[config.mk]
export PLATFORM = sky130hd
export DESIGN_NAME = trap_vec_sel
export DESIGN_NICKNAME = d
export VERILOG_FILES = /design/src/rtl/tvs_pkg.sv /design/src/rtl/tvs_level_decode.sv /design/src/rtl/tvs_mode_select.sv /design/src/rtl/tvs_vector_gen.sv /design/src/rtl/trap_vec_sel.sv
export SDC_FILE = /design/constraint.sdc
export NUM_CORES = 1
export LEC_CHECK = 0
export BUFFER_PORTS_ARGS = -buffer_cell sky130_fd_sc_hd__clkbuf_2
export CELL_PAD_IN_SITES_DETAIL_PLACEMENT = 1
export CELL_PAD_IN_SITES_GLOBAL_PLACEMENT = 2
export CORE_MARGIN = 4
export CORE_UTILIZATION = 26
export DETAILED_ROUTE_END_ITERATION = 8
export GPL_TIMING_DRIVEN = 0
export PLACE_DENSITY = 0.91
export SETUP_SLACK_MARGIN = 0.5
export SLEW_MARGIN = 10
export SYNTH_ARGS = -nofsm -noshare
export SYNTH_HDL_FRONTEND = slang
export SYNTH_SLANG_ARGS = --single-unit
export TNS_END_PERCENT = 50
[constraint.sdc]
create_clock -name clk -period 0.85 [get_ports clk]
set_input_delay 0.255 -clock clk [delete_from_list [all_inputs] [get_ports clk]]
set_output_delay 0.255 -clock clk [all_outputs]
set_load 0.01 [all_outputs]
[src/rtl/tvs_pkg.sv]
package tvs_pkg;
   typedef enum logic [1:0] {
      TVS_PRIV = 2'd0,
      TVS_HYP  = 2'd1,
      TVS_RED  = 2'd2,
      TVS_ERR  = 2'd3
   } tvs_mode_e;

   typedef enum logic [1:0] {
      LVL_USER = 2'd0,
      LVL_SUP  = 2'd1,
      LVL_HYP  = 2'd2
   } tvs_lvl_e;

   localparam int TVS_RED_TT = 5;
   localparam int TVS_WDOG_TT = 2;
   localparam int TVS_SLOT_SHIFT = 5;
endpackage

[src/rtl/tvs_level_decode.sv]
module tvs_level_decode
   import tvs_pkg::*;
(
   input  logic     hpriv_i,
   input  logic     priv_i,
   output tvs_lvl_e cur_o,
   output logic     tgt_hyp_o
);
   always_comb begin
      if (hpriv_i)     cur_o = LVL_HYP;
      else if (priv_i) cur_o = LVL_SUP;
      else             cur_o = LVL_USER;
   end

   // user and supervisor both land in supervisor; only hypervisor stays put
   assign tgt_hyp_o = (cur_o == LVL_HYP);
endmodule

[src/rtl/tvs_mode_select.sv]
module tvs_mode_select
   import tvs_pkg::*;
#(
   parameter int TL_W     = 3,
   parameter int TT_W     = 9,
   parameter int MAX_TL   = 6,
   parameter int MAX_PTL  = 2,
   parameter int HYP_TT_MIN = 384
) (
   input  logic [TL_W-1:0] lvl_i,
   input  logic [TT_W-1:0] tt_i,
   input  logic            red_i,
   input  logic            tgt_hyp_i,
   output tvs_mode_e       mode_o,
   output logic [TT_W-1:0] tt_o
);
   localparam int TOP_SAFE = MAX_TL - 1;

   logic at_red_lvl, at_err_lvl, guest_deep, hyp_type;

   assign at_red_lvl = (int'(lvl_i) == TOP_SAFE);
   assign at_err_lvl = (int'(lvl_i) >= MAX_TL);
   assign guest_deep = (int'(lvl_i) > MAX_PTL) && !tgt_hyp_i;
   assign hyp_type   = (int'(tt_i) >= HYP_TT_MIN);

   always_comb begin
      if (red_i || at_red_lvl) begin
         mode_o = TVS_RED;
         tt_o   = TT_W'(TVS_RED_TT);
      end else if (at_err_lvl) begin
         mode_o = TVS_ERR;
         tt_o   = '0;
      end else if (guest_deep) begin
         mode_o = TVS_HYP;
         tt_o   = TT_W'(TVS_WDOG_TT);
      end else if (tgt_hyp_i || hyp_type) begin
         mode_o = TVS_HYP;
         tt_o   = tt_i;
      end else begin
         mode_o = TVS_PRIV;
         tt_o   = tt_i;
      end
   end
endmodule

[src/rtl/tvs_vector_gen.sv]
module tvs_vector_gen
   import tvs_pkg::*;
#(
   parameter int              ADDR_W     = 64,
   parameter int              TL_W       = 3,
   parameter int              TT_W       = 9,
   parameter int              HYP_ALIGN  = 14,
   parameter int              RED_OFF_W  = 8,
   parameter int              INSN_BYTES = 4,
   parameter logic [ADDR_W-1:0] RED_BASE = ADDR_W'(40'hFF_F000_0000)
) (
   input  tvs_mode_e         mode_i,
   input  logic [TT_W-1:0]   tt_i,
   input  logic [TL_W-1:0]   lvl_i,
   input  logic [ADDR_W-1:0] tba_i,
   input  logic [ADDR_W-1:0] htba_i,
   output logic [ADDR_W-1:0] pc_o,
   output logic [ADDR_W-1:0] npc_o
);
   localparam int PRIV_ALIGN = HYP_ALIGN + 1;
   localparam logic [ADDR_W-1:0] ONE       = ADDR_W'(1);
   localparam logic [ADDR_W-1:0] HYP_MASK  = (ONE << HYP_ALIGN) - ONE;
   localparam logic [ADDR_W-1:0] PRIV_MASK = (ONE << PRIV_ALIGN) - ONE;
   localparam logic [ADDR_W-1:0] RED_MASK  = (ONE << RED_OFF_W) - ONE;
   localparam logic [ADDR_W-1:0] NEST_BIT  = ONE << HYP_ALIGN;
   localparam logic [ADDR_W-1:0] STEP      = ADDR_W'(INSN_BYTES);

   logic [ADDR_W-1:0] slot, red_pc, hyp_pc, priv_pc;
   logic              nested;

   assign slot   = ADDR_W'(tt_i) << TVS_SLOT_SHIFT;
   // new trap level is lvl_i+1; it exceeds 1 whenever lvl_i is non-zero
   assign nested = (lvl_i != '0);

   assign red_pc  = RED_BASE | (slot & RED_MASK);
   assign hyp_pc  = (htba_i & ~HYP_MASK) | (slot & HYP_MASK);
   assign priv_pc = (tba_i & ~PRIV_MASK) | (nested ? NEST_BIT : '0) | (slot & HYP_MASK);

   always_comb begin
      unique case (mode_i)
         TVS_RED:  pc_o = red_pc;
         TVS_HYP:  pc_o = hyp_pc;
         TVS_PRIV: pc_o = priv_pc;
         default:  pc_o = '0;
      endcase
      npc_o = (mode_i == TVS_ERR) ? '0 : pc_o + STEP;
   end
endmodule

[src/rtl/trap_vec_sel.sv]
module trap_vec_sel
   import tvs_pkg::*;
#(
   parameter int ADDR_W     = 64,
   parameter int TL_W       = 3,
   parameter int TT_W       = 9,
   parameter int MAX_TL     = 6,
   parameter int MAX_PTL    = 2,
   parameter int HYP_TT_MIN = 384,
   parameter int HYP_ALIGN  = 14,
   parameter int RED_OFF_W  = 8,
   parameter int INSN_BYTES = 4,
   parameter logic [ADDR_W-1:0] RED_BASE = ADDR_W'(40'hFF_F000_0000)
) (
   input  logic              clk,
   input  logic              rst_n,
   input  logic              req_i,
   input  logic [TL_W-1:0]   lvl_i,
   input  logic [TT_W-1:0]   tt_i,
   input  logic              red_i,
   input  logic              hpriv_i,
   input  logic              priv_i,
   input  logic [ADDR_W-1:0] tba_i,
   input  logic [ADDR_W-1:0] htba_i,
   output logic              vld_o,
   output logic [1:0]        mode_o,
   output logic [TT_W-1:0]   tt_o,
   output logic [ADDR_W-1:0] pc_o,
   output logic [ADDR_W-1:0] npc_o,
   output logic              err_o
);
   generate
      if (MAX_PTL >= MAX_TL - 1) begin : g_bad_levels
         $error("MAX_PTL must sit below MAX_TL-1");
      end
      if ((1 << TL_W) <= MAX_TL) begin : g_bad_tlw
         $error("TL_W too narrow for MAX_TL");
      end
      if (TT_W + TVS_SLOT_SHIFT > HYP_ALIGN) begin : g_bad_ttw
         $error("trap type slot overflows the vector window");
      end
      if (ADDR_W <= HYP_ALIGN + 1) begin : g_bad_addr
         $error("ADDR_W too small");
      end
   endgenerate

   tvs_lvl_e          cur_lvl;
   logic              tgt_hyp;
   tvs_mode_e         mode_d;
   logic [TT_W-1:0]   tt_d;
   logic [ADDR_W-1:0] pc_d, npc_d;

   tvs_level_decode u_lvl (
      .hpriv_i   (hpriv_i),
      .priv_i    (priv_i),
      .cur_o     (cur_lvl),
      .tgt_hyp_o (tgt_hyp)
   );

   tvs_mode_select #(
      .TL_W(TL_W), .TT_W(TT_W), .MAX_TL(MAX_TL),
      .MAX_PTL(MAX_PTL), .HYP_TT_MIN(HYP_TT_MIN)
   ) u_sel (
      .lvl_i     (lvl_i),
      .tt_i      (tt_i),
      .red_i     (red_i),
      .tgt_hyp_i (tgt_hyp),
      .mode_o    (mode_d),
      .tt_o      (tt_d)
   );

   tvs_vector_gen #(
      .ADDR_W(ADDR_W), .TL_W(TL_W), .TT_W(TT_W), .HYP_ALIGN(HYP_ALIGN),
      .RED_OFF_W(RED_OFF_W), .INSN_BYTES(INSN_BYTES), .RED_BASE(RED_BASE)
   ) u_vec (
      .mode_i (mode_d),
      .tt_i   (tt_d),
      .lvl_i  (lvl_i),
      .tba_i  (tba_i),
      .htba_i (htba_i),
      .pc_o   (pc_d),
      .npc_o  (npc_d)
   );

   logic unused_lvl;
   assign unused_lvl = ^cur_lvl;

   always_ff @(posedge clk or negedge rst_n) begin
      if (!rst_n) begin
         vld_o  <= 1'b0;
         mode_o <= '0;
         tt_o   <= '0;
         pc_o   <= '0;
         npc_o  <= '0;
         err_o  <= 1'b0;
      end else begin
         vld_o <= req_i;
         if (req_i) begin
            mode_o <= mode_d;
            tt_o   <= tt_d;
            pc_o   <= pc_d;
            npc_o  <= npc_d;
            err_o  <= (mode_d == TVS_ERR);
         end
      end
   end
endmodule

=== After elaboration in Yosys (flattened, before gate mapping) ===
Cells that the tools add are included.

* $add $sub $neg: 1
* Magnitude comparators: 3
* Equal/unequal tests: 5
* Muxes and demuxes: 12
* Bitwise operators: 3
* Reductions and logical operators: 6

{| class="wikitable"
|+ Operators by type and width
! operator !! number
|-
| 64-bit case mux with 3 select lines || 1
|-
| 64-bit by 14-bit bitwise OR with 64-bit output || 2
|-
| 64-bit by 3-bit adder with 64-bit output, second input constant || 1
|-
| 64-bit 2-to-1 mux || 1
|-
| 64-bit bitwise OR || 1
|-
| 9-bit 2-to-1 mux || 3
|-
| 15-bit 2-to-1 mux || 1
|-
| 9-bit >= comparator, second input constant || 1
|-
| 2-bit 2-to-1 mux || 4
|-
| 2-bit equality test, second input constant || 3
|-
| 3-bit equality test, second input constant || 1
|-
| 3-bit >= comparator, second input constant || 1
|-
| 3-bit by 2-bit > comparator with 1-bit output, second input constant || 1
|-
| 3-bit nonzero test || 1
|-
| 2-bit by 1-bit equality test with 1-bit output, second input constant || 1
|-
| 2-bit zero test || 1
|-
| 1-bit logical OR || 2
|-
| 1-bit 2-to-1 mux || 2
|-
| 1-bit logical AND || 1
|-
| 1-bit zero test || 1
|}

* Bits in registers: 141
* Bits of input ports: 146
* Output and inout bits: 141
* Word-level logic and storage cells: 36

=== Longest topological paths before layout ===
* Depth after elaboration: 12
* Depth in mapped cells: 7

=== Hierarchy ===
From an unflattened synthesis, not the netlist that was laid out.

* Cell total of the unflattened synthesis: 539
* Area, all modules: 7079.3 um^2

{| class="wikitable"
|+ By module, submodules not included
! module !! times used !! cells each !! area an instance (um^2) !! seq. area each (um^2)
|-
| trap_vec_sel || 1 || 299 || 5590.4 || 3528.4
|-
| tvs_vector_gen || 1 || 200 || 1227.4 || 0.0
|-
| tvs_mode_select || 1 || 37 || 244.0 || 0.0
|-
| tvs_level_decode || 1 || 3 || 17.5 || 0.0
|}

=== Worst setup path before layout ===
Ideal clock, no wire load.

* Kind: input to register
* Start point: input port lvl_i[0]
* End point: register npc_o[18]
* Setup time: 0.118 ns
* Arrival: 1.242 ns
* Setup slack: -0.510 ns
* Stages on the path: 7
* Path through: buf_2 -> and2_1 -> buf_4 -> buf_6 -> o21ai_1 -> a21oi_2 -> a21o_1

* Longest elaborated chain between the ends: 9
* Elaborated cells on any way between the ends: 23
* Classes of those cells: add/sub (1); order compare (2); eq/ne (4); mux (9); bitwise (3); reduce/logical (4)

{| class="wikitable"
|+ RTL lines
! element !! RTL line !! source
|-
| start, declared || trap_vec_sel.sv:18 || <nowiki>input logic [TL_W-1:0] lvl_i,</nowiki>
|-
| 3-bit by 2-bit > comparator with 1-bit output || tvs_mode_select.sv:23 || <nowiki>assign guest_deep = (int'(lvl_i) > MAX_PTL) && !tgt_hyp_i;</nowiki>
|-
| 1-bit logical AND || tvs_mode_select.sv:23 ||
|-
| 2-bit 2-to-1 mux / 9-bit 2-to-1 mux (equally long branches) || tvs_mode_select.sv:33 || <nowiki>end else if (guest_deep) begin</nowiki>
|-
| 2-bit 2-to-1 mux / 9-bit 2-to-1 mux (equally long branches) || tvs_mode_select.sv:30 || <nowiki>end else if (at_err_lvl) begin</nowiki>
|-
| 2-bit 2-to-1 mux / 9-bit 2-to-1 mux (equally long branches) || tvs_mode_select.sv:27 || <nowiki>if (red_i || at_red_lvl) begin</nowiki>
|-
| 2-bit by 1-bit equality test with 1-bit output (tied with other cells) || tvs_vector_gen.sv:40 || <nowiki>unique case (mode_i)</nowiki>
|-
| 64-bit case mux with 3 select lines || tvs_vector_gen.sv:40 ||
|-
| 64-bit by 3-bit adder with 64-bit output || tvs_vector_gen.sv:46 || <nowiki>npc_o = (mode_i == TVS_ERR) ? '0 : pc_o + STEP;</nowiki>
|-
| 64-bit 2-to-1 mux (*) || tvs_vector_gen.sv:46 ||
|-
| end signal, assigned || trap_vec_sel.sv:102 || <nowiki>npc_o <= npc_d;</nowiki>
|-
| end, declared || trap_vec_sel.sv:29 || <nowiki>output logic [ADDR_W-1:0] npc_o,</nowiki>
|}

Mark *: on every way between the ends. The rest lies on a longest branch, timed or not.
A chain may end at the register's enable or synchronous reset.

==> results.md <==
- The clock root buffer is clkbuf_16.
- The clock edge transition at the registers on the reported setup and hold paths is 0.05 ns.
- The number of levels in the clock H-tree is 4.
- The number of filler cells placed in the layout is 2,231.
- The leakage component of the power is 5.137 nW.
- The share of power burned in registers is 36.9%.
- The overall via count from detail_route is 5,319.
- The total global routing overflow is 0.
- The pre-CTS worst setup slack is -0.9633 ns.
- The placeable core region is 20,360 um2.
- The buffer levels on the longest clock path is 2.
- The floorplan step defined a die boundary enclosing 23,260 um2.
- The minimum clock period after layout is 1.306 ns.
- The number of nets in the layout is 1,004.
- The fraction of registers with async set/reset is 100.0%.
- By startpoint and endpoint, the worst setup path is classified as register to output port.
- By instance count, the leading cell after synthesis is dfrtp_1.
- The worst hold margin is -0.2550 ns.
- The final-report setup violation count is 249.
- The count of unique library cells instantiated by Yosys is 33.
- The first-iteration detailed-routing DRC count is 131.
- STA classifies the critical path startpoint as a register.
- The final count of pins violating max slew came to 0.
- In this run the horizontal extent of the chip is 152.5 um.
- Max-cap violations in this run came to 0.
- STA puts the critical path data arrival time at 1.05 ns.
- During I/O placement, the number of pins put on the boundary was 287.
- In the final routed layout, each cell accounts on average for 19.36 um.
- The multi-input gate area in the final layout is 2811 um2.
- The congestion estimate from routability-driven global placement came to 0.7548.
- The count of inserted antenna diode cells is 0.
- The switching power total is 4.849 mW.
- Port buffering added 246 buffers.
- The instance area after placement is 7337 um2.
- Setup repair after global routing could not meet its margin everywhere.
- The worst-case IR drop observed on VDD is 1.266 mV.
- After detailed routing, the number of remaining DRC violations is 0.
- The cell area power density is 1787 nW/um2.
- Combinational logic is responsible for 22.0% of the overall power.
- The global-route usage over all layers is 18.05%.
- The CTS tree is done.
- After routing the design area is 9801 um2.
- The proportion of total power due to net switching is 27.69%.
- At the pin with the least slew margin, the transition time is 0.6964 ns.
- The post-detailed-routing wire length is 22,050 um.
- Detailed placement ended at an HPWL of 14,730 um.
- The worst pin sits at a relative slew slack of 53.57%.
- Entering global routing, the biggest net connects 63 pins.
- The area of the mapped netlist is 5429 um2.
- After layout, the worst path uses 153.6% of the clock period.
- Of the synthesized area, sequential elements account for 55.31%.
- The smallest setup slack after layout is -0.4560 ns.
- The post-synthesis average cell area is 10.90 um2.
- Of all nets on the critical path, the largest fanout is 3.
- The first-pass iteration count of the detailed router is 4.
- Ranked by instance count, the synthesized netlist is headed by dfrtp_1 (120), a21o_1 (75), o21ai_0 (34).
- The post-synthesis to final-layout area growth is 80.53%.
- In this run the remaining antenna-violating nets after routing total 0.
- In this run the biggest area consumer among cell types represents 55.31% of the synthesized area.
- Synthesis produced a netlist whose cell count is 498.
- Summed over all instances, the cell type with the most area after synthesis is dfrtp_1.
- The sequential cells in the finished layout cover a total of 3003 um2.
- Of the cells placed in the final design, the portion with a size suffix greater than 1 is 64.33%.
- The total of warnings raised by yosys is 0.
- The number of flip-flops and latches in the synthesized netlist is 120.
- In the post-synthesis netlist, the biggest area contributors are dfrtp_1 (55%), a21o_1 (10%), nand3_2 (3.7%), buf_4 (3.5%), a21oi_2 (3.2%).
- The initial antenna violation count is 1.
- The clock drives 120 sinks.
- The global-route wire length before repair is 33,500 um.
- The number of placement rows is 52.
- The most used flip-flop cell after synthesis is dfrtp_1.
- The min-delay analysis places its worst path in the category input port to async pin.
- The internal portion of the total power is 12.67 mW.
- The number of clock buffers inserted by TritonCTS is 17.
- The flow ran to the end, but the final reports show violations.
- The maximum achievable frequency is 765.7 MHz.
- The checks that failed: negative hold slack, negative setup slack.
- The vertical die dimension is 152.5 um.
- The data required time of the critical path is 0.59 ns.
- The count of final hold-check violations is 61.
- The largest clock skew in the final design is 0 ns.
- Once the floorplan was initialized, standard cells occupied 26.66% of the core.
- The synthesized design contains 0 enable-type register cells.
- The via density per instance is 4.670.
- The clock network power share is 41.0%.
- The clock insertion delay at the later pin of the skew report is 0.40 ns.
- The via count of the first global-routing pass is 5,759.
- The nature of the critical path endpoint is an output port.
==> placed cells by master (no fill, tap or decap), types with 2 or more instances in the layout <==
cell / n
dfrtp_1: 120
clkbuf_4: 3
nand3_4: 22
o21ai_4: 8
o21a_1: 2
buf_2: 5
a21oi_1: 2
clkinvlp_4: 2
a21oi_2: 22
buf_12: 9
clkbuf_1: 6
clkbuf_2: 213
nand3_2: 13
o21ai_1: 13
conb_1: 9
o21ai_2: 22
a21oi_4: 18
nand3_1: 3
nor2b_4: 2
buf_6: 58
clkinv_2: 5
o2bb2ai_2: 9
a31oi_1: 11
clkbuf_16: 23
bufinv_16: 3
buf_8: 12
nand2_1: 14
inv_1: 14
o21ai_0: 15
nor2_4: 2
nor2_1: 14
a21o_1: 75
buf_16: 4
buf_4: 78
o2bb2ai_1: 9
nand2_2: 11
clkbuf_8: 3
==> layout make-up <==
cell class	instances	area share [%]
inverters	15	0.5745
clock buffers	20	4.456
clock inverters	10	1.328
flip-flops and latches	120	30.64
plain buffers	61	6.702
multi-input cells	310	28.69
repair buffers	333	24.17
well taps	270	3.447
==> metal layers <==
| metal | share of wire [%] | global-route usage (%) | up-vias |
|---|---|---|---|
| li1 | - | - | 2458 |
| met1 | 41 | 22.17 | 2684 |
| met4 | 0.90 | 4.370 | 2 |
| met2 | 53 | 31.56 | 159 |
| met5 | 0.059 | 0 | - |
| met3 | 5.8 | 4.999 | 16 |
==> cell families after synthesis <==
family / count (synthesis) / synth area share, %
flops: 120 / 55.31
simple gates: 88 / 9.334
compound gates: 213 / 27.06
other cells: 1 / 0.06907
buf+inv: 76 / 8.228
==> timing repair <==
action / in CTS / in global routing
setup buffers: 50 / 31
endpoints found under the setup margin: 310 / 310
gates resized for setup: 152 / 126
endpoints found under the hold margin: 62 / 62
cloned: 5 / 0
pin swaps: 69 / 49
==> worst paths after layout <==
kind | slack [ns] | to | cells past startpoint | start
setup / recovery | -0.46 | pc_o[28] | 2 | npc_o[28]$_DFFE_PN0P_
min in group clk | 0.01 | vld_o$_DFF_PN0_ | 1 | req_i
hold / removal | -0.26 | tt_o[4]$_DFFE_PN0P_ | 1 | rst_n
setup reg to reg | -0.08 | pc_o[5]$_DFFE_PN0P_ | 4 | pc_o[5]$_DFFE_PN0P_
hold reg to reg | 0.48 | npc_o[2]$_DFFE_PN0P_ | 1 | npc_o[2]$_DFFE_PN0P_
max in group asynchronous | 0.50 | npc_o[51]$_DFFE_PN0P_ | 2 | rst_n
==> power by group through the flow <==
stage | sequential (mW) | combinational, mW | clock [mW]
floorplan | 6.72 | 1.20 | 0
global placement | 6.54 | 2.64 | 0
detailed placement | 6.56 | 2.72 | 0
CTS | 6.44 | 3.40 | 7.29
global route | 6.52 | 4.16 | 7.61
finish | 6.47 | 3.86 | 7.19
==> metrics by stage <==
step                cells  utilization [%]  hold slack, ns  setup TNS, ns  power [mW]
CTS                  1108            44.40         -0.2536         -78.88       17.13
finish               1139            48.13         -0.2550         -75.90       17.51
global route         1139            48.13         -0.2528         -86.23       18.28
floorplan             506                -        -0.04059         -40.26       7.921
global placement     1022            35.85          0.4103        -365.26       9.176
detailed placement   1023            36.03          0.2744         -96.17       9.273
==> flip-flops by register name, summed over array words and instances, names as in the netlist <==
| name | flops |
|---|---|
| pc_o | 47 |
| mode_o | 2 |
| err_o | 1 |
| npc_o | 60 |
| tt_o | 9 |
| vld_o | 1 |
==> critical path, cell delays in order, from the launching register on <==
cell and delay (ns):
dfrtp_1 0.41, buf_6 0.13, buf_6 0.11
No activity file was read; power rests on OpenSTA's default activity.
